`src/rtl/pwb_pkg.sv`:
```
package pwb_pkg;
  parameter int PWB_ADDR_W     = 32;
  parameter int PWB_DATA_W     = 32;
  parameter int PWB_BE_W       = PWB_DATA_W / 8;
  parameter int PWB_BEAT_BYTES = PWB_DATA_W / 8;

  typedef struct packed {
    logic [PWB_ADDR_W-1:0] addr;
    logic [PWB_DATA_W-1:0] data;
    logic [PWB_BE_W-1:0]   be;
  } pwb_entry_t;
endpackage

```
`src/rtl/pwb_fifo.sv`:
```
module pwb_fifo
  import pwb_pkg::*;
#(
  parameter int DEPTH = 8,
  parameter int CNT_W = $clog2(DEPTH + 1)
) (
  input  logic             clk,
  input  logic             rst,
  input  logic             push,
  input  logic             pop,
  input  pwb_entry_t       wr_entry,
  output pwb_entry_t       head_entry,
  output pwb_entry_t       next_entry,
  output logic [CNT_W-1:0] count,
  output logic             empty,
  output logic             full
);
  localparam int PTR_W = (DEPTH > 1) ? $clog2(DEPTH) : 1;

  pwb_entry_t       mem [DEPTH];
  logic [PTR_W-1:0] wr_ptr, rd_ptr, rd_ptr_nx;

  function automatic logic [PTR_W-1:0] wrap_inc(input logic [PTR_W-1:0] p);
    return (p == PTR_W'(DEPTH - 1)) ? '0 : p + 1'b1;
  endfunction

  // storage without reset so the array maps onto device RAM
  always_ff @(posedge clk) begin
    if (push) mem[wr_ptr] <= wr_entry;
  end

  always_ff @(posedge clk) begin
    if (rst) begin
      wr_ptr <= '0;
      rd_ptr <= '0;
      count  <= '0;
    end else begin
      if (push) wr_ptr <= wrap_inc(wr_ptr);
      if (pop)  rd_ptr <= wrap_inc(rd_ptr);
      case ({push, pop})
        2'b10:   count <= count + 1'b1;
        2'b01:   count <= count - 1'b1;
        default: count <= count;
      endcase
    end
  end

  always_comb begin
    rd_ptr_nx  = wrap_inc(rd_ptr);
    head_entry = mem[rd_ptr];
    next_entry = mem[rd_ptr_nx];
    empty      = (count == '0);
    full       = (count == CNT_W'(DEPTH));
  end

  // the acceptance logic never pushes into a full store unless a slot frees
  p_no_overflow_r2: assert property (@(posedge clk) disable iff (rst)
    push |-> (!full || pop));
  // nothing is removed from an empty store
  p_no_underflow_r4: assert property (@(posedge clk) disable iff (rst)
    pop |-> !empty);
  // occupancy never exceeds the depth
  p_count_bound_r10: assert property (@(posedge clk) disable iff (rst)
    count <= CNT_W'(DEPTH));
endmodule

```
`src/rtl/pwb_burst_mark.sv`:
```
module pwb_burst_mark
  import pwb_pkg::*;
#(
  parameter int CNT_W = 4
) (
  input  logic [PWB_ADDR_W-1:0] head_addr,
  input  logic [PWB_ADDR_W-1:0] next_addr,
  input  logic [CNT_W-1:0]      count,
  output logic                  last
);
  localparam logic [PWB_ADDR_W-1:0] STEP = PWB_ADDR_W'(PWB_BEAT_BYTES);

  always_comb begin
    last = (count < CNT_W'(2)) || (next_addr != head_addr + STEP);
  end
endmodule

```
`src/rtl/pwb_irq_gate.sv`:
```
module pwb_irq_gate #(
  parameter int CNT_W = 4
) (
  input  logic             clk,
  input  logic             rst,
  input  logic             irq_in,
  input  logic             pop,
  input  logic [CNT_W-1:0] count,
  output logic             irq_out
);
  logic             armed;
  logic [CNT_W-1:0] ahead;

  always_ff @(posedge clk) begin
    if (rst) begin
      armed <= 1'b0;
      ahead <= '0;
    end else if (!irq_in) begin
      armed <= 1'b0;
      ahead <= '0;
    end else if (!armed) begin
      armed <= 1'b1;
      ahead <= count - CNT_W'(pop);
    end else if (pop && ahead != '0) begin
      ahead <= ahead - 1'b1;
    end
  end

  always_comb irq_out = armed && (ahead == '0);

  // the gated interrupt only rises while the incoming interrupt was present
  p_irq_after_input_r7: assert property (@(posedge clk) disable iff (rst)
    $rose(irq_out) |-> $past(irq_in));
  // a low input withdraws the gated interrupt by the next cycle
  p_irq_drop_r8: assert property (@(posedge clk) disable iff (rst)
    !irq_in |=> !irq_out);
endmodule

```
`src/rtl/posted_write_buffer.sv`:
```
module posted_write_buffer
  import pwb_pkg::*;
#(
  parameter int DEPTH = 8,
  parameter int CNT_W = $clog2(DEPTH + 1)
) (
  input  logic                  clk,
  input  logic                  rst,
  input  logic                  src_wr_valid,
  input  logic [PWB_ADDR_W-1:0] src_wr_addr,
  input  logic [PWB_DATA_W-1:0] src_wr_data,
  input  logic [PWB_BE_W-1:0]   src_wr_be,
  output logic                  src_wr_ack,
  input  logic                  src_iack_req,
  output logic                  src_iack_ack,
  output logic                  dst_valid,
  input  logic                  dst_ready,
  output logic [PWB_ADDR_W-1:0] dst_addr,
  output logic [PWB_DATA_W-1:0] dst_data,
  output logic [PWB_BE_W-1:0]   dst_be,
  output logic                  dst_last,
  input  logic                  irq_in,
  output logic                  irq_out,
  output logic                  stat_empty,
  output logic                  stat_full,
  output logic [CNT_W-1:0]      stat_count
);
  pwb_entry_t       wr_e, head_e, next_e;
  logic             push, pop, empty, full;
  logic [CNT_W-1:0] count;

  always_comb begin
    wr_e         = '{addr: src_wr_addr, data: src_wr_data, be: src_wr_be};
    dst_valid    = !empty;
    pop          = dst_valid && dst_ready;
    src_wr_ack   = src_wr_valid && (!full || pop);
    push         = src_wr_ack;
    src_iack_ack = src_iack_req && empty;
    dst_addr     = head_e.addr;
    dst_data     = head_e.data;
    dst_be       = head_e.be;
    stat_empty   = empty;
    stat_full    = full;
    stat_count   = count;
  end

  pwb_fifo #(.DEPTH(DEPTH), .CNT_W(CNT_W)) u_store (
    .clk        (clk),
    .rst        (rst),
    .push       (push),
    .pop        (pop),
    .wr_entry   (wr_e),
    .head_entry (head_e),
    .next_entry (next_e),
    .count      (count),
    .empty      (empty),
    .full       (full)
  );

  pwb_burst_mark #(.CNT_W(CNT_W)) u_burst (
    .head_addr (head_e.addr),
    .next_addr (next_e.addr),
    .count     (count),
    .last      (dst_last)
  );

  pwb_irq_gate #(.CNT_W(CNT_W)) u_irq (
    .clk     (clk),
    .rst     (rst),
    .irq_in  (irq_in),
    .pop     (pop),
    .count   (count),
    .irq_out (irq_out)
  );

  // a presented beat waits unchanged while the destination stalls
  p_hold_stable_r5: assert property (@(posedge clk) disable iff (rst)
    (dst_valid && !dst_ready) |=> (dst_valid && $stable(dst_addr) &&
                                   $stable(dst_data) && $stable(dst_be)));
  // a beat not marked last is followed by the sequential address
  p_burst_seq_r6: assert property (@(posedge clk) disable iff (rst)
    (dst_valid && dst_ready && !dst_last) |=>
      (dst_valid && dst_addr == $past(dst_addr) + PWB_ADDR_W'(PWB_BEAT_BYTES)));
  // the acknowledge access completes only with nothing left to drain
  p_iack_wait_r9: assert property (@(posedge clk) disable iff (rst)
    src_iack_ack |-> !dst_valid);
endmodule

```
`config.mk`:
```
export PLATFORM = sky130hd
export DESIGN_NAME = posted_write_buffer
export DESIGN_NICKNAME = d
export VERILOG_FILES = /design/src/rtl/pwb_pkg.sv /design/src/rtl/pwb_fifo.sv /design/src/rtl/pwb_burst_mark.sv /design/src/rtl/pwb_irq_gate.sv /design/src/rtl/posted_write_buffer.sv
export SDC_FILE = /design/constraint.sdc
export NUM_CORES = 1
export LEC_CHECK = 0
export ABC_AREA = 1
export BUFFER_PORTS_ARGS = -buffer_cell sky130_fd_sc_hd__buf_2
export CAP_MARGIN = 0
export CORE_AREA = 2 2 256 258
export CTS_BUF_LIST = sky130_fd_sc_hd__clkbuf_8
export DETAILED_ROUTE_END_ITERATION = 16
export DIE_AREA = 0 0 258 260
export GPL_ROUTABILITY_DRIVEN = 0
export PLACE_DENSITY = 0.67
export SETUP_SLACK_MARGIN = 0.3
export SYNTH_ARGS = -nofsm -noshare
export SYNTH_HDL_FRONTEND = slang
export SYNTH_SLANG_ARGS = --single-unit
export TNS_END_PERCENT = 1
```
`constraint.sdc`:
```
create_clock -name clk -period 10.5 [get_ports clk]
set_input_delay 1.575 -clock clk [delete_from_list [all_inputs] [get_ports clk]]
set_output_delay 1.575 -clock clk [all_outputs]
set_load 0.01 [all_outputs]
```
# ---- After elaboration in Yosys (flattened, before gate mapping)
# Memories as Yosys holds them, arrays and structs flattened. A register that Yosys moved wholly into a read port is not among the register bits.
# Index checks and enable logic that the tools add are counted.
# W data, S select, Z words.
dict set report op_classes {
  add_sub_neg 7
  n_eq_ne 7
  n_mux 10
  order_cmp 1
  bitwise 1
  reduce_logical 14
}
# op count
set ops {}
lappend ops {{$add A32 B3 Y32 const B} 1}
lappend ops {{$ne A32 B32 Y1} 1}
lappend ops {{$mux W3} 4}
lappend ops {{$logic_not A4 Y1} 2}
lappend ops {{$mux W4} 2}
lappend ops {{$pmux W4 S2} 1}
lappend ops {{$sub A4 B1 Y4 const B} 2}
lappend ops {{$add A3 B1 Y3 const B} 2}
lappend ops {{$eq A3 B3 Y1 const B} 2}
lappend ops {{$logic_and A1 B1 Y1} 5}
lappend ops {{$add A4 B1 Y4 const B} 1}
lappend ops {{$eq A4 B4 Y1 const B} 1}
lappend ops {{$lt A4 B2 Y1 const B} 1}
lappend ops {{$reduce_bool A4 Y1} 1}
lappend ops {{$sub A4 B1 Y4} 1}
lappend ops {{$mux W1} 3}
lappend ops {{$eq A2 B1 Y1 const B} 1}
lappend ops {{$eq A2 B2 Y1 const B} 1}
lappend ops {{$logic_not A1 Y1} 2}
lappend ops {{$logic_or A1 B1 Y1} 2}
lappend ops {{$ne A2 B2 Y1 const B} 1}
lappend ops {{$reduce_bool A2 Y1} 1}
lappend ops {{$reduce_or A2 Y1} 1}
lappend ops {{$not A1 Y1} 1}
dict set report word_totals {
  mem_count 1
  wordCells 46
  output_inout_bits 79
  ramBits 544
  inputBits 74
  ff_bits 15
}
# name depth width read_ports rd_clocked_by_memory_dff wr line
set memory_table {}
lappend memory_table {u_store.mem 8 68 2 1 1 pwb_fifo.sv:20} ;# pwb_entry_t mem [DEPTH];

# ---- Logic depth before layout (Yosys ltp)
# Gate-level depths: netlist of the first run.
dict set report logic_depth {
  word_depth 7
  depth_mapped 23
  mapped_depth_nobuf 20
}

# ---- By module
# A second synthesis of the first run with hierarchy kept.
dict set report hier_totals {
  cells_unflattened 3139
  area_unflattened_um2 28891.5
}
# module n_inst seq_area_each_um2 area_each_um2 cells_per_inst
set modules_own_cells {}
lappend modules_own_cells {pwb_fifo 1 16595.9 27008.4 2764}
lappend modules_own_cells {pwb_burst_mark 1 0.0 1475.2 316}
lappend modules_own_cells {pwb_irq_gate 1 100.1 374.1 52}
lappend modules_own_cells {posted_write_buffer 1 0.0 33.8 7}

# ---- Worst setup path before layout of the first run
# Ideal clock, no wire load.
dict set report synth_path {
  kind {input-to-reg}
  from {input port dst_ready}
  to {memory u_store.mem[0][0] in the netlist's numbering (enable)}
  arrival_ns 4.861
  path_buffers 0
  cell_stages 6
  setup_ns 0.494
  required_ns 10.006
  path_slack_ns 5.145
  path_cell_list {inv_1 -> nand2_1 -> nand2_1 -> inv_1 -> nand2_1 -> nor2_1}
}
dict set report synth_via {
  elab_chain_len 5
}
# element line
set synth_rtl {}
lappend synth_rtl {{start: declaration} posted_write_buffer.sv:17} ;# input logic dst_ready,
lappend synth_rtl {{$logic_and A1 B1 Y1} posted_write_buffer.sv:35} ;# pop = dst_valid && dst_ready;
lappend synth_rtl {{$logic_or A1 B1 Y1} posted_write_buffer.sv:36} ;# src_wr_ack = src_wr_valid && (!full || pop);
lappend synth_rtl {{$logic_and A1 B1 Y1} posted_write_buffer.sv:36}
lappend synth_rtl {{via src_wr_ack} posted_write_buffer.sv:13} ;# output logic src_wr_ack,
lappend synth_rtl {{$mux W1} pwb_fifo.sv:29} ;# if (push) mem[wr_ptr] <= wr_entry;
lappend synth_rtl {{$mux W1 (implied by the code)} pwb_fifo.sv:29}
lappend synth_rtl {{end: declaration} pwb_fifo.sv:20}
# The timed path passes the listed nets, and every way through them passes these cells.

==> results of run 1 <==
state kept, by name, summed over array words and instances, names as in the netlist, named ones only:
signal,flops
u_store.mem,544
u_irq.ahead,4
u_store.count,4
u_store.rd_ptr,3
u_store.wr_ptr,3
u_irq.armed,1
layout by cell type, fill, tap and decap left out, types with 10 or more instances in the layout:
cell type  count
clkinv_1      19
a31oi_1       38
nor2_4        13
inv_1        296
a21oi_1      127
nor2_1       365
nand3_1      229
o22ai_1       38
dfxtp_1       15
buf_4         26
clkbuf_8      92
o21ai_0      308
nor2_2        10
xor2_1        10
edfxtp_1     544
nand2_1      634
nand2_2       13
buf_2        152
power breakdown:
group | total (mW) | switching, mW | internal (mW)
clock | 1.79 | 0.892 | 0.900
combinational | 2.57 | 1.83 | 0.748
sequential | 2.63 | 0.0665 | 2.56
total | 7.00 | 2.78 | 4.21
cells by family after synthesis:
family	after synthesis	synth area share [%]
AND/OR/NAND/NOR	1284	19.6
flip-flops	562	62.4
AO/OA/AOI/OAI	532	10.4
buffers and inverters	428	6.59
XOR/XNOR	13	0.425
adder cells (fa/ha/maj)	11	0.542
per-layer routing:
metal	track usage, %	vias up	wire [µm]
li1	-	9849	-
met1	28.6	9681	31000
met2	34.1	823	33200
met3	5.17	169	6350
met4	7.88	18	2030
met5	0	-	106
critical path, cell delays in order, from the launching register on:
cell and delay (ns):
dfxtp_4 0.50, inv_6 0.44, buf_4 0.76, buf_4 0.93, o21ai_0 0.16, o211ai_1 0.19
o21ai_1 0.20, nor3_1 0.31, nand4_1 0.15, nand2_1 0.08, nand2_1 0.05, nor2_1 0.09
nand2_1 0.06, nor2_1 0.08, nand2_1 0.11, buf_2 0.16
final cells by class:
| class | count | share of cell area [%] |
|---|---|---|
| Sequential cell | 562 | 56.0 |
| Multi-Input combinational cell | 1840 | 28.1 |
| Antenna cell | 6 | 0.0503 |
| Timing Repair Buffer | 178 | 3.20 |
| Tap cell | 855 | 3.59 |
| Inverter | 272 | 3.46 |
| Clock inverter | 67 | 1.38 |
| Clock buffer | 92 | 4.24 |
stage by stage:
stage | hold slack, ns | area, µm²
after global placement | 0.484 | 28100
after floorplan | 0.458 | 26800
after CTS | 0.495 | 29800
after detailed placement | 0.485 | 28100
after global routing | 0.539 | 29800
final | 0.493 | 29800
path summary, 6_finish.rpt:
kind,depth (start not counted),slack (ns),endpoint,from
min,2,0.49,u_irq.ahead[1]$_SDFFE_PP0P_,u_irq.ahead[1]$_SDFFE_PP0P_
min reg2reg,2,0.49,u_irq.ahead[1]$_SDFFE_PP0P_,u_irq.ahead[1]$_SDFFE_PP0P_
max,15,3.83,dst_last,flip-flop
max reg2reg,7,7.16,u_store.mem[2][53]$_DFFE_PP_,u_store.count[2]$_SDFFE_PP0P_
==> metrics.md, run 1 <==
| Metric | Value |
|---|---|
| Multi-input logic area | `8380 µm²` |
| Peak VDD IR | `118 µV` |
| Die area | `67100 µm²` |
| Top FF cell, synth | `edfxtp_1` |
| Worst setup path class | `flip-flop to output port` |
| # nets final | `3031` |
| Max Cap Violations | `0` |
| Total chip power | `7.00 mW` |
| Synth top cells by count | `nand2_1 (634), edfxtp_1 (544), nor2_1 (374), o21ai_0 (308), inv_1 (267)` |
| Register bit total from synthesis | `562` |
| Post-Syn Nets | `2915` |
| Vias per std cell | `5.30` |
| Post-CTS sizing | `0` |
| ANT nets after route | `0` |
| Top Ports | `153` |
| Syn_area_per_cell | `9.46 µm²` |
| Port-buffer cells | `152` |
| Setup crit end kind | `output port` |
| Initial Utilization | `41.7%` |
| Setup bufs post-CTS | `0` |
| Netlist Area Pre-Place | `26800 µm²` |
| Pwr dens | `235 nW/µm²` |
| DRC Markers | `0` |
| First-pass GRT wire length | `111000 µm` |
| Number of global-route vias before repair | `19000` |
| Hold_buf cts | `0` |
| Final Slew Violations | `0` |
| Final worst slack | `3.83 ns` |
| FF+latch area | `16700 µm²` |
| RSZ-0062 raised after global routing | `false` |
| Die height | `260 µm` |
| Share of cells above drive strength 1 | `11.1%` |
| Rows | `93` |
| Worst-Skew Late Latency | `0.71 ns` |
| Clk_skew | `0.0294 ns` |
| Placed Cells | `3707` |
| Largest net degree at the start of global routing | `109` |
| Setup TNS | `0 ns` |
| CTS root buffer | `clkbuf_8` |
| Worst-Margin Slew | `1.15 ns` |
| Max Freq | `150 MHz` |
| Most frequent cell after synthesis | `nand2_1` |
| Unique masters post-synth | `37` |
| Yosys warns | `0` |
| Die width | `258 µm` |
| Via count | `20500` |
| Worst Hold Class | `flip-flop to flip-flop` |
| Worst slack at placement | `4.57 ns` |
| Post-synth EDFFs | `544` |
| DR pass1 iterations | `6` |
| Leakage power figure | `11.9 nW` |
| Async SR Flop Fraction | `0%` |
| CTS tree | `done` |
| Clock buffer count from CTS | `92` |
| Max Root-Sink Buffers | `3` |
| Clock sink total | `562` |
| Tcrit/Tclk final | `63.5%` |
| Global route total overflow | `0` |
| CP Launch Type | `flip-flop` |
| Final setup violation count | `0` |
| GRT Total Usage | `21.5%` |
| Max_slew headroom | `23.3%` |
| Final Critical Period | `6.67 ns` |
| WL final | `72800 µm` |
| Iteration-0 DRC Markers | `2012` |
| Synth area leader | `edfxtp_1` |
| Status | `completed` |
| Drt wl/cell | `18.8 µm` |
| Synth top area share | `61.0%` |
| Arrival time of the worst setup path | `5.10 ns` |
| Crit path max fanout | `108` |
| Finished Layout Cells | `3872` |
| Post-Route Utilization | `46.5%` |
| Reg clk slew, reported paths | `0.06 ns` |
| CP Data Required Time | `8.93 ns` |
| Synthesized instance count | `2830` |
| Final Hold Viols | `0` |
| Initial antenna violation count | `16` |
| Final HPWL DP | `40600 µm` |
| Filler Cell Count | `6072` |
| Register area share after synthesis | `62.4%` |
| H-tree depth | `3` |
| Top post-synthesis cells by area | `edfxtp_1 (61%), nand2_1 (8.9%), o21ai_0 (5.8%)` |
| Area Growth Syn to Fin | `11.4%` |
| Core Area | `64100 µm²` |
(Power assumes the default switching activity.)
==> inputs of run 2 (changes only) <==
--- a/config.mk
+++ b/config.mk
@@ -5,13 +5,13 @@
 export SDC_FILE = /design/constraint.sdc
 export NUM_CORES = 1
 export LEC_CHECK = 0
-export ABC_AREA = 1
+export ABC_AREA = 0
 export BUFFER_PORTS_ARGS = -buffer_cell sky130_fd_sc_hd__buf_2
 export CAP_MARGIN = 0
-export CORE_AREA = 2 2 256 258
+export CORE_AREA = 2 2 244 246
 export CTS_BUF_LIST = sky130_fd_sc_hd__clkbuf_8
 export DETAILED_ROUTE_END_ITERATION = 16
-export DIE_AREA = 0 0 258 260
+export DIE_AREA = 0 0 246 248
 export GPL_ROUTABILITY_DRIVEN = 0
 export PLACE_DENSITY = 0.67
 export SETUP_SLACK_MARGIN = 0.3
==> constraint.sdc (replaced) <==
create_clock -name clk -period 6.2 [get_ports clk]
set_input_delay 0.93 -clock clk [delete_from_list [all_inputs] [get_ports clk]]
set_output_delay 0.93 -clock clk [all_outputs]
set_load 0.01 [all_outputs]
==> run 2 against run 1 <==
Compared with the run above:
- sequential share of layout area grew 3.8 points
- register-to-register slack lost 4.0 ns
- critical endpoint unchanged
- via count shrank 38%
- first-iteration DRC count shrank 51%
- die area shrank 9.1%
- critical path type unchanged
==> metrics.md, run 2 <==
| Metric | Value |
|---|---|
| Status | `completed (unchanged)` |
| # nets final | `1514 (was 3031)` |
| Most common cell after layout, fill and taps aside | `edfxtp_1 (was nand2_1)` |
| Sw frac | `31.4% (was 39.8%)` |
| Final setup violation count | `0 (unchanged)` |
| First-pass GRT wire length | `84400 µm (was 111000 µm)` |
| Top Ports | `153 (unchanged)` |
| Initial Utilization | `41.7% (about the same)` |
| Most frequent cells in the layout | `edfxtp_1 (544), mux4_2 (190), buf_2 (152), clkbuf_8 (92), mux2_2 (60) (was nand2_1 (634), edfxtp_1 (544), nor2_1 (365), o21ai_0 (308), inv_1 (296))` |
| Max Root-Sink Buffers | `3 (unchanged)` |
| Finished Layout Cells | `2273 (was 3872)` |
| Post-Route Utilization | `47.8% (was 46.5%)` |
| Core Area | `58500 µm² (was 64100 µm²)` |
| DRC Markers | `0 (unchanged)` |
| Hold Worst Slack | `0.495 ns (was 0.493 ns)` |
| Area Growth Syn to Fin | `14.6% (was 11.4%)` |
| Final Slew Violations | `0 (unchanged)` |
| Peak VDD IR | `269 µV (was 118 µV)` |
| Max Cap Violations | `0 (unchanged)` |
| Worst-Skew Late Latency | `0.70 ns (was 0.71 ns)` |
| Fin area | `27900 µm² (was 29800 µm²)` |
| Worst-Margin Slew | `0.888 ns (was 1.15 ns)` |
| Setup TNS | `0 ns (unchanged)` |
| Final worst slack | `0.865 ns (was 3.83 ns)` |
| Rows | `89 (was 93)` |
| Final Hold Viols | `0 (unchanged)` |
| Synth top cells by count | `edfxtp_1 (544), mux4_2 (190), mux2_2 (60), mux2i_1 (56), xnor2_1 (35) (was nand2_1 (634), edfxtp_1 (544), nor2_1 (374), o21ai_0 (308), inv_1 (267))` |
| Worst slack at placement | `1.15 ns (was 4.57 ns)` |
| Crit path max fanout | `32 (was 108)` |
| Clk_skew | `0.0463 ns (was 0.0294 ns)` |
| Synth area leader | `edfxtp_1 (unchanged)` |
| Global route total overflow | `0 (unchanged)` |
| Pwr dens | `396 nW/µm² (was 235 nW/µm²)` |
| H-tree depth | `3 (unchanged)` |
| Reg power frac | `40.5% (was 37.6%)` |
| Power share of the clock group | `28.3% (was 25.6%)` |
| Synth top area share | `67.0% (was 61.0%)` |
| Final HPWL DP | `33200 µm (was 40600 µm)` |
| Worst Hold Class | `flip-flop to flip-flop (unchanged)` |
| Via count | `12700 (was 20500)` |
| Post-synth EDFFs | `544 (unchanged)` |
| Sw Pwr | `3.47 mW (was 2.78 mW)` |
| Register bit total from synthesis | `562 (unchanged)` |
| Clock buffer count from CTS | `92 (unchanged)` |
| Drt wl/cell | `25.0 µm (was 18.8 µm)` |
| Max FFs per register | `544 (unchanged)` |
| Internal power | `7.59 mW (was 4.21 mW)` |
| Most frequent cell after synthesis | `edfxtp_1 (was nand2_1)` |
| Final Critical Period | `5.34 ns` |
| Die height | `248 µm (was 260 µm)` |
| Worst setup path class | `flip-flop to output port (unchanged)` |
| Number of global-route vias before repair | `13500 (was 19000)` |
| Async SR Flop Fraction | `0% (unchanged)` |
| Vias per std cell | `5.60 (was 5.30)` |
| CTS tree | `done (unchanged)` |
| Netlist Area Pre-Place | `24400 µm² (was 26800 µm²)` |
| Port-buffer cells | `152 (unchanged)` |
| Placed Cells | `2105 (was 3707)` |
| Top FF cell, synth | `edfxtp_1 (unchanged)` |
| Clock sink total | `562 (unchanged)` |
| Top post-synthesis cells by area | `edfxtp_1 (67%), mux4_2 (18%), mux2_2 (2.8%) (was edfxtp_1 (61%), nand2_1 (8.9%), o21ai_0 (5.8%))` |
| Die area | `61000 µm² (was 67100 µm²)` |
| Die width | `246 µm (was 258 µm)` |
| GRT Total Usage | `18.7% (was 21.5%)` |
| WL final | `56800 µm (was 72800 µm)` |
| Initial antenna violation count | `11 (was 16)` |
| Total chip power | `11.1 mW (was 7.00 mW)` |
| Unique masters post-synth | `59 (was 37)` |
| Iteration-0 DRC Markers | `982 (was 2012)` |
| ANT nets after route | `0 (unchanged)` |
| RSZ-0062 raised after global routing | `false (unchanged)` |
| Largest net degree at the start of global routing | `66 (was 109)` |
| Tcrit/Tclk final | `86.1%` |
| Max_slew headroom | `40.8% (was 23.3%)` |
| Largest register by flop count | `u_store.mem (unchanged)` |
| Post-Syn Nets | `1297 (was 2915)` |
| Setup crit end kind | `output port (unchanged)` |
| Share of cells above drive strength 1 | `38.7% (was 11.1%)` |
| Combinational power share | `31.2% (was 36.8%)` |
| DR pass1 iterations | `5 (was 6)` |
| DP Area | `26100 µm² (was 28100 µm²)` |
| Arrival time of the worst setup path | `4.41 ns (was 5.10 ns)` |
| CP Data Required Time | `5.27 ns (was 8.93 ns)` |
| Syn_area_per_cell | `20.1 µm² (was 9.46 µm²)` |
| Reg clk slew, reported paths | `0.06 ns (about the same)` |
| CP Launch Type | `flip-flop (unchanged)` |
| CTS root buffer | `clkbuf_8 (unchanged)` |
| Max Freq | `187 MHz` |
| Yosys warns | `0 (unchanged)` |
| Register area share after synthesis | `68.5% (was 62.4%)` |
| Largest regs | `u_store.mem: 544 flops, u_irq.ahead: 4 flops, u_store.count: 4 flops (unchanged)` |
| Leakage power figure | `9.03 nW (was 11.9 nW)` |
| Synthesized instance count | `1212 (was 2830)` |
==> run 2: changes by cell type in the layout (fill, tap and decap cells not counted), moves of 36 or more <==
| cell | previous run | this run |
|---|---|---|
| nand3_1 | 229 | 10 |
| mux2_2 | 0 | 60 |
| mux4_2 | 0 | 190 |
| mux2i_1 | 0 | 56 |
| nand2_1 | 634 | 31 |
| a21oi_1 | 127 | 11 |
| inv_1 | 296 | 46 |
| o21ai_0 | 308 | 7 |
| nor2_1 | 365 | 30 |
| a31oi_1 | 38 | 2 |
==> run 2: cells by family after synthesis <==
logic type	share of synthesized area [%]
AO/OA/AOI/OAI	1.42
XOR/XNOR	1.65
adder cells (fa/ha/maj)	0.596
buffers and inverters	1.91
flip-flops	68.5
multiplexers	22.9
AND/OR/NAND/NOR	3.05
==> run 2: per-layer routing <==
layer,part of all wire [%],track usage [%],vias to the layer above
li1,-,-,5507
met5,0.18,0,-
met1,42,24.4,6639
met4,1.9,5.28,16
met3,7.7,5.66,97
met2,48,30.5,459
==> run 2: path summary, 6_finish.rpt <==
kind / from / endpoint / slack (ns) / cells past startpoint
max: flip-flop / dst_last / 0.86 / 10
min: u_store.rd_ptr[2]$_SDFFE_PP0P_ / flip-flop / 0.49 / 2
max reg2reg: u_store.count[2]$_SDFFE_PP0P_ / u_store.mem[5][38]$_DFFE_PP_ / 3.19 / 9
min reg2reg: u_store.rd_ptr[2]$_SDFFE_PP0P_ / flip-flop / 0.49 / 2
==> run 2: final cells by class <==
type,instances,area [µm²]
tap,773,967
timing repair buffer,183,1080
sequential,562,16700
fill,4828,30500
antenna,3,7.51
clock inverter,70,500
multi-input combinational,558,7270
clock buffer,92,1270
inverter,32,120
==> run 2: what timing repair did <==
action	4_1_cts	5_1_grt
buffers inserted	0	3
gates resized for setup	0	0
hold buffers	0	0
endpoints found under the setup margin	0	1
==> run 2: power by group through the flow <==
stage          Clock (mW)  Combinational [mW]  Sequential (mW)
3_5_place_dp            0                3.41             4.61
6_report             3.13                3.46             4.48
5_1_grt              3.39                3.74             4.50
3_3_place_gp            0                3.39             4.60
2_1_floorplan           0                2.42             4.48
4_1_cts              3.22                3.42             4.54
==> run 2: critical path: stages (launching register included) <==
cell and delay [ns]:
dfxtp_4 0.72, mux4_2 0.31, mux2_2 0.19, nor3b_1 0.50, or4b_4 0.61, nor2_1 0.20, mux2_2 0.36, a211oi_1 0.27
o211a_1 0.16, nand4_1 0.16, buf_2 0.20
==> inputs of run 3 (changes only) <==
--- a/config.mk
+++ b/config.mk
@@ -13,7 +13,7 @@
 export DETAILED_ROUTE_END_ITERATION = 16
 export DIE_AREA = 0 0 246 248
 export GPL_ROUTABILITY_DRIVEN = 0
-export PLACE_DENSITY = 0.67
+export PLACE_DENSITY_LB_ADDON = 0.05
 export SETUP_SLACK_MARGIN = 0.3
 export SYNTH_ARGS = -nofsm -noshare
 export SYNTH_HDL_FRONTEND = slang
==> run 3 against run 2 <==
Compared with the run above:
- non-clock buffer count unchanged
- critical path depth up 1
- total power down 0.35%
- routed wire length up 2.2%
- sequential share of layout area up 0.056 points
- clock power down 2%
- critical endpoint unchanged
- largest cell class unchanged
==> metrics.md, run 3 (synthesis results as in run 2) <==
| Metric | Value |
|---|---|
| Status | `completed (unchanged)` |
| Reg2reg start | `u_store.count[2]$_SDFFE_PP0P_ (unchanged)` |
| Worst setup path class | `flip-flop to output port (unchanged)` |
| Largest regs | `u_store.mem: 544 flops, u_irq.ahead: 4 flops, u_store.count: 4 flops (unchanged)` |
| Final Hold Viols | `0 (unchanged)` |
| Buf/Inv on CP | `2 (was 1)` |
| Area Growth Syn to Fin | `14.5% (was 14.6%)` |
| Pwr dens | `395 nW/µm² (was 396 nW/µm²)` |
| Arrival time of the worst setup path | `4.65 ns (was 4.41 ns)` |
| Clk_skew | `0.0340 ns (was 0.0463 ns)` |
| Vias per std cell | `5.47 (was 5.60)` |
| Crit path depth | `11 (was 10)` |
| Number of global-route vias before repair | `13500 (about the same)` |
| Crit path cell chain | `buf_4, mux4_2, mux2i_1, nor4b_2, nand2_1, nor3_2, and4_1, a211oi_1, a211oi_2, nand4_1, buf_2 (was mux4_2, mux2_2, nor3b_1, or4b_4, nor2_1, mux2_2, a211oi_1, o211a_1, nand4_1, buf_2)` |
| Final Slew Violations | `0 (unchanged)` |
| WL final | `58100 µm (was 56800 µm)` |
| Setup TNS | `0 ns (unchanged)` |
| Iteration-0 DRC Markers | `588 (was 982)` |
| Sw Pwr | `3.47 mW (about the same)` |
| DR pass1 iterations | `7 (was 5)` |
| CP Launch Type | `flip-flop (unchanged)` |
| CTS root buffer | `clkbuf_8 (unchanged)` |
| Hold_buf cts | `0 (unchanged)` |
| Largest register by flop count | `u_store.mem (unchanged)` |
| Reg clk slew, reported paths | `0.06 ns (about the same)` |
| Max Root-Sink Buffers | `3 (unchanged)` |
| Die width | `246 µm (unchanged)` |
| H-tree depth | `3 (unchanged)` |
| Max Cap Violations | `0 (unchanged)` |
| Most common cell after layout, fill and taps aside | `edfxtp_1 (unchanged)` |
| Clock sink total | `562 (unchanged)` |
| CP delay by family, top | `simple AND/OR/NAND/NOR gates (unchanged)` |
| Setup bufs post-CTS | `0 (unchanged)` |
| CP Data Required Time | `5.27 ns (about the same)` |
| Die height | `248 µm (unchanged)` |
| Max Freq | `179 MHz (was 187 MHz)` |
| Internal power | `7.56 mW (was 7.59 mW)` |
| Share of cells above drive strength 1 | `37.8% (was 38.7%)` |
| Setup crit end kind | `output port (unchanged)` |
| Max FFs per register | `544 (unchanged)` |
| Post-Route Utilization | `47.7% (was 47.8%)` |
| # nets final | `1519 (was 1514)` |
| Reg2Reg Depth | `8 (was 9)` |
| R2R Setup Slk | `3.07 ns (was 3.19 ns)` |
| ANT nets after route | `0 (unchanged)` |
| Leakage power figure | `9.10 nW (was 9.03 nW)` |
| Worst flop-to-flop path endpoint | `u_store.mem[5][40]$_DFFE_PP_ (was u_store.mem[5][38]$_DFFE_PP_)` |
| Crit path max fanout | `59 (was 32)` |
| Post-CTS sizing | `0 (unchanged)` |
| First-pass GRT wire length | `86600 µm (was 84400 µm)` |
| Port-buffer cells | `152 (unchanged)` |
| Combinational power share | `31.5% (was 31.2%)` |
| Most frequent cells in the layout | `edfxtp_1 (544), mux4_2 (190), buf_2 (152), clkbuf_8 (99), inv_1 (69) (was edfxtp_1 (544), mux4_2 (190), buf_2 (152), clkbuf_8 (92), mux2_2 (60))` |
| DRC Markers | `0 (unchanged)` |
| Clock buffer count from CTS | `97 (was 92)` |
| Worst-Margin Slew | `0.939 ns (was 0.888 ns)` |
| Via count | `12500 (was 12700)` |
| Tcrit/Tclk final | `90.0% (was 86.1%)` |
| Critical path endpoint | `dst_last (unchanged)` |
| Hold Worst Slack | `0.486 ns (was 0.495 ns)` |
| Final HPWL DP | `33300 µm (was 33200 µm)` |
| Peak VDD IR | `203 µV (was 269 µV)` |
| Die area | `61000 µm² (unchanged)` |
| Global route total overflow | `0 (unchanged)` |
| Rows | `89 (unchanged)` |
| Top Ports | `153 (unchanged)` |
| Largest net degree at the start of global routing | `110 (was 66)` |
| Final setup violation count | `0 (unchanged)` |
| Core Area | `58500 µm² (unchanged)` |
| Slowest-stage cell, CP | `dfxtp_4 (unchanged)` |
| Initial Utilization | `41.7% (unchanged)` |
| Drt wl/cell | `25.5 µm (was 25.0 µm)` |
| Worst Hold Class | `input port to flip-flop (was flip-flop to flip-flop)` |
| Sw frac | `31.5% (was 31.4%)` |
| Reg power frac | `40.5% (about the same)` |
| Total chip power | `11.0 mW (was 11.1 mW)` |
| RSZ-0062 raised after global routing | `false (unchanged)` |
| Power share of the clock group | `28.0% (was 28.3%)` |
| Max_slew headroom | `37.4% (was 40.8%)` |
| Initial antenna violation count | `8 (was 11)` |
| CP peak stage delay | `0.93 ns (was 0.72 ns)` |
| Worst-Skew Late Latency | `0.69 ns (was 0.70 ns)` |
| Final Critical Period | `5.58 ns (was 5.34 ns)` |
| GRT Total Usage | `19.5% (was 18.7%)` |
| CTS tree | `done (unchanged)` |
[run 3: changes by cell type in the layout (fill, tap and decap cells not counted), moves of 2 or more]
cell / delta
bufinv_16: -3
clkinv_2: -8
clkinvlp_4: -5
inv_1: +23
clkinv_1: -4
buf_16: -2
clkbuf_8: +7
[run 3: power by group through the flow]
| stage | Sequential (mW) | Clock [mW] | Combinational, mW |
|---|---|---|---|
| after floorplan | 4.48 | 0 | 2.42 |
| after global routing | 4.49 | 3.33 | 3.79 |
| after global placement | 4.55 | 0 | 3.55 |
| after CTS | 4.47 | 3.18 | 3.56 |
| after detailed placement | 4.55 | 0 | 3.54 |
| final | 4.47 | 3.08 | 3.48 |
[run 3: how the worst min path moves through the flow]
stage | from | endpoint | slack (ns) | depth (start not counted)
after global placement | u_store.rd_ptr[2]$_SDFFE_PP0P_ | flip-flop | 0.50 | 2
after global routing | src_wr_data[18] | u_store.mem[0][22]$_DFFE_PP_ | 0.45 | 1
after CTS | src_wr_data[15] | u_store.mem[0][19]$_DFFE_PP_ | 0.42 | 1
final | src_wr_data[15] | u_store.mem[0][19]$_DFFE_PP_ | 0.49 | 1
after floorplan | u_store.rd_ptr[1]$_SDFFE_PP0P_ | flip-flop | 0.45 | 2
after detailed placement | u_store.rd_ptr[2]$_SDFFE_PP0P_ | flip-flop | 0.50 | 2
[run 3: stage by stage]
stage	instance area [µm²]	setup WS (ns)	instances
after global placement	26100	1.36	2108
after floorplan	24400	-0.508	1212
final	27900	0.621	2282
after global routing	27900	0.304	2281
after detailed placement	26100	1.28	2108
after CTS	27900	0.528	2279
[run 3: layout make-up]
cell class	count	area, µm²
clock inverters	72	392
inverters	32	120
well taps	773	967
repair buffers	183	1060
clock buffers	99	1360
multi-input cells	558	7280
flip-flops and latches	562	16700
diodes	3	7.51
fillers	4989	30600
[run 3: routing by layer]
layer / up-vias / GRT usage (%) / share of wire [%]
met5: - / 0 / 0.12
met4: 10 / 5.72 / 2.2
met3: 106 / 4.67 / 4.7
met2: 255 / 32.7 / 50
met1: 6607 / 25.2 / 43
li1: 5510 / - / -
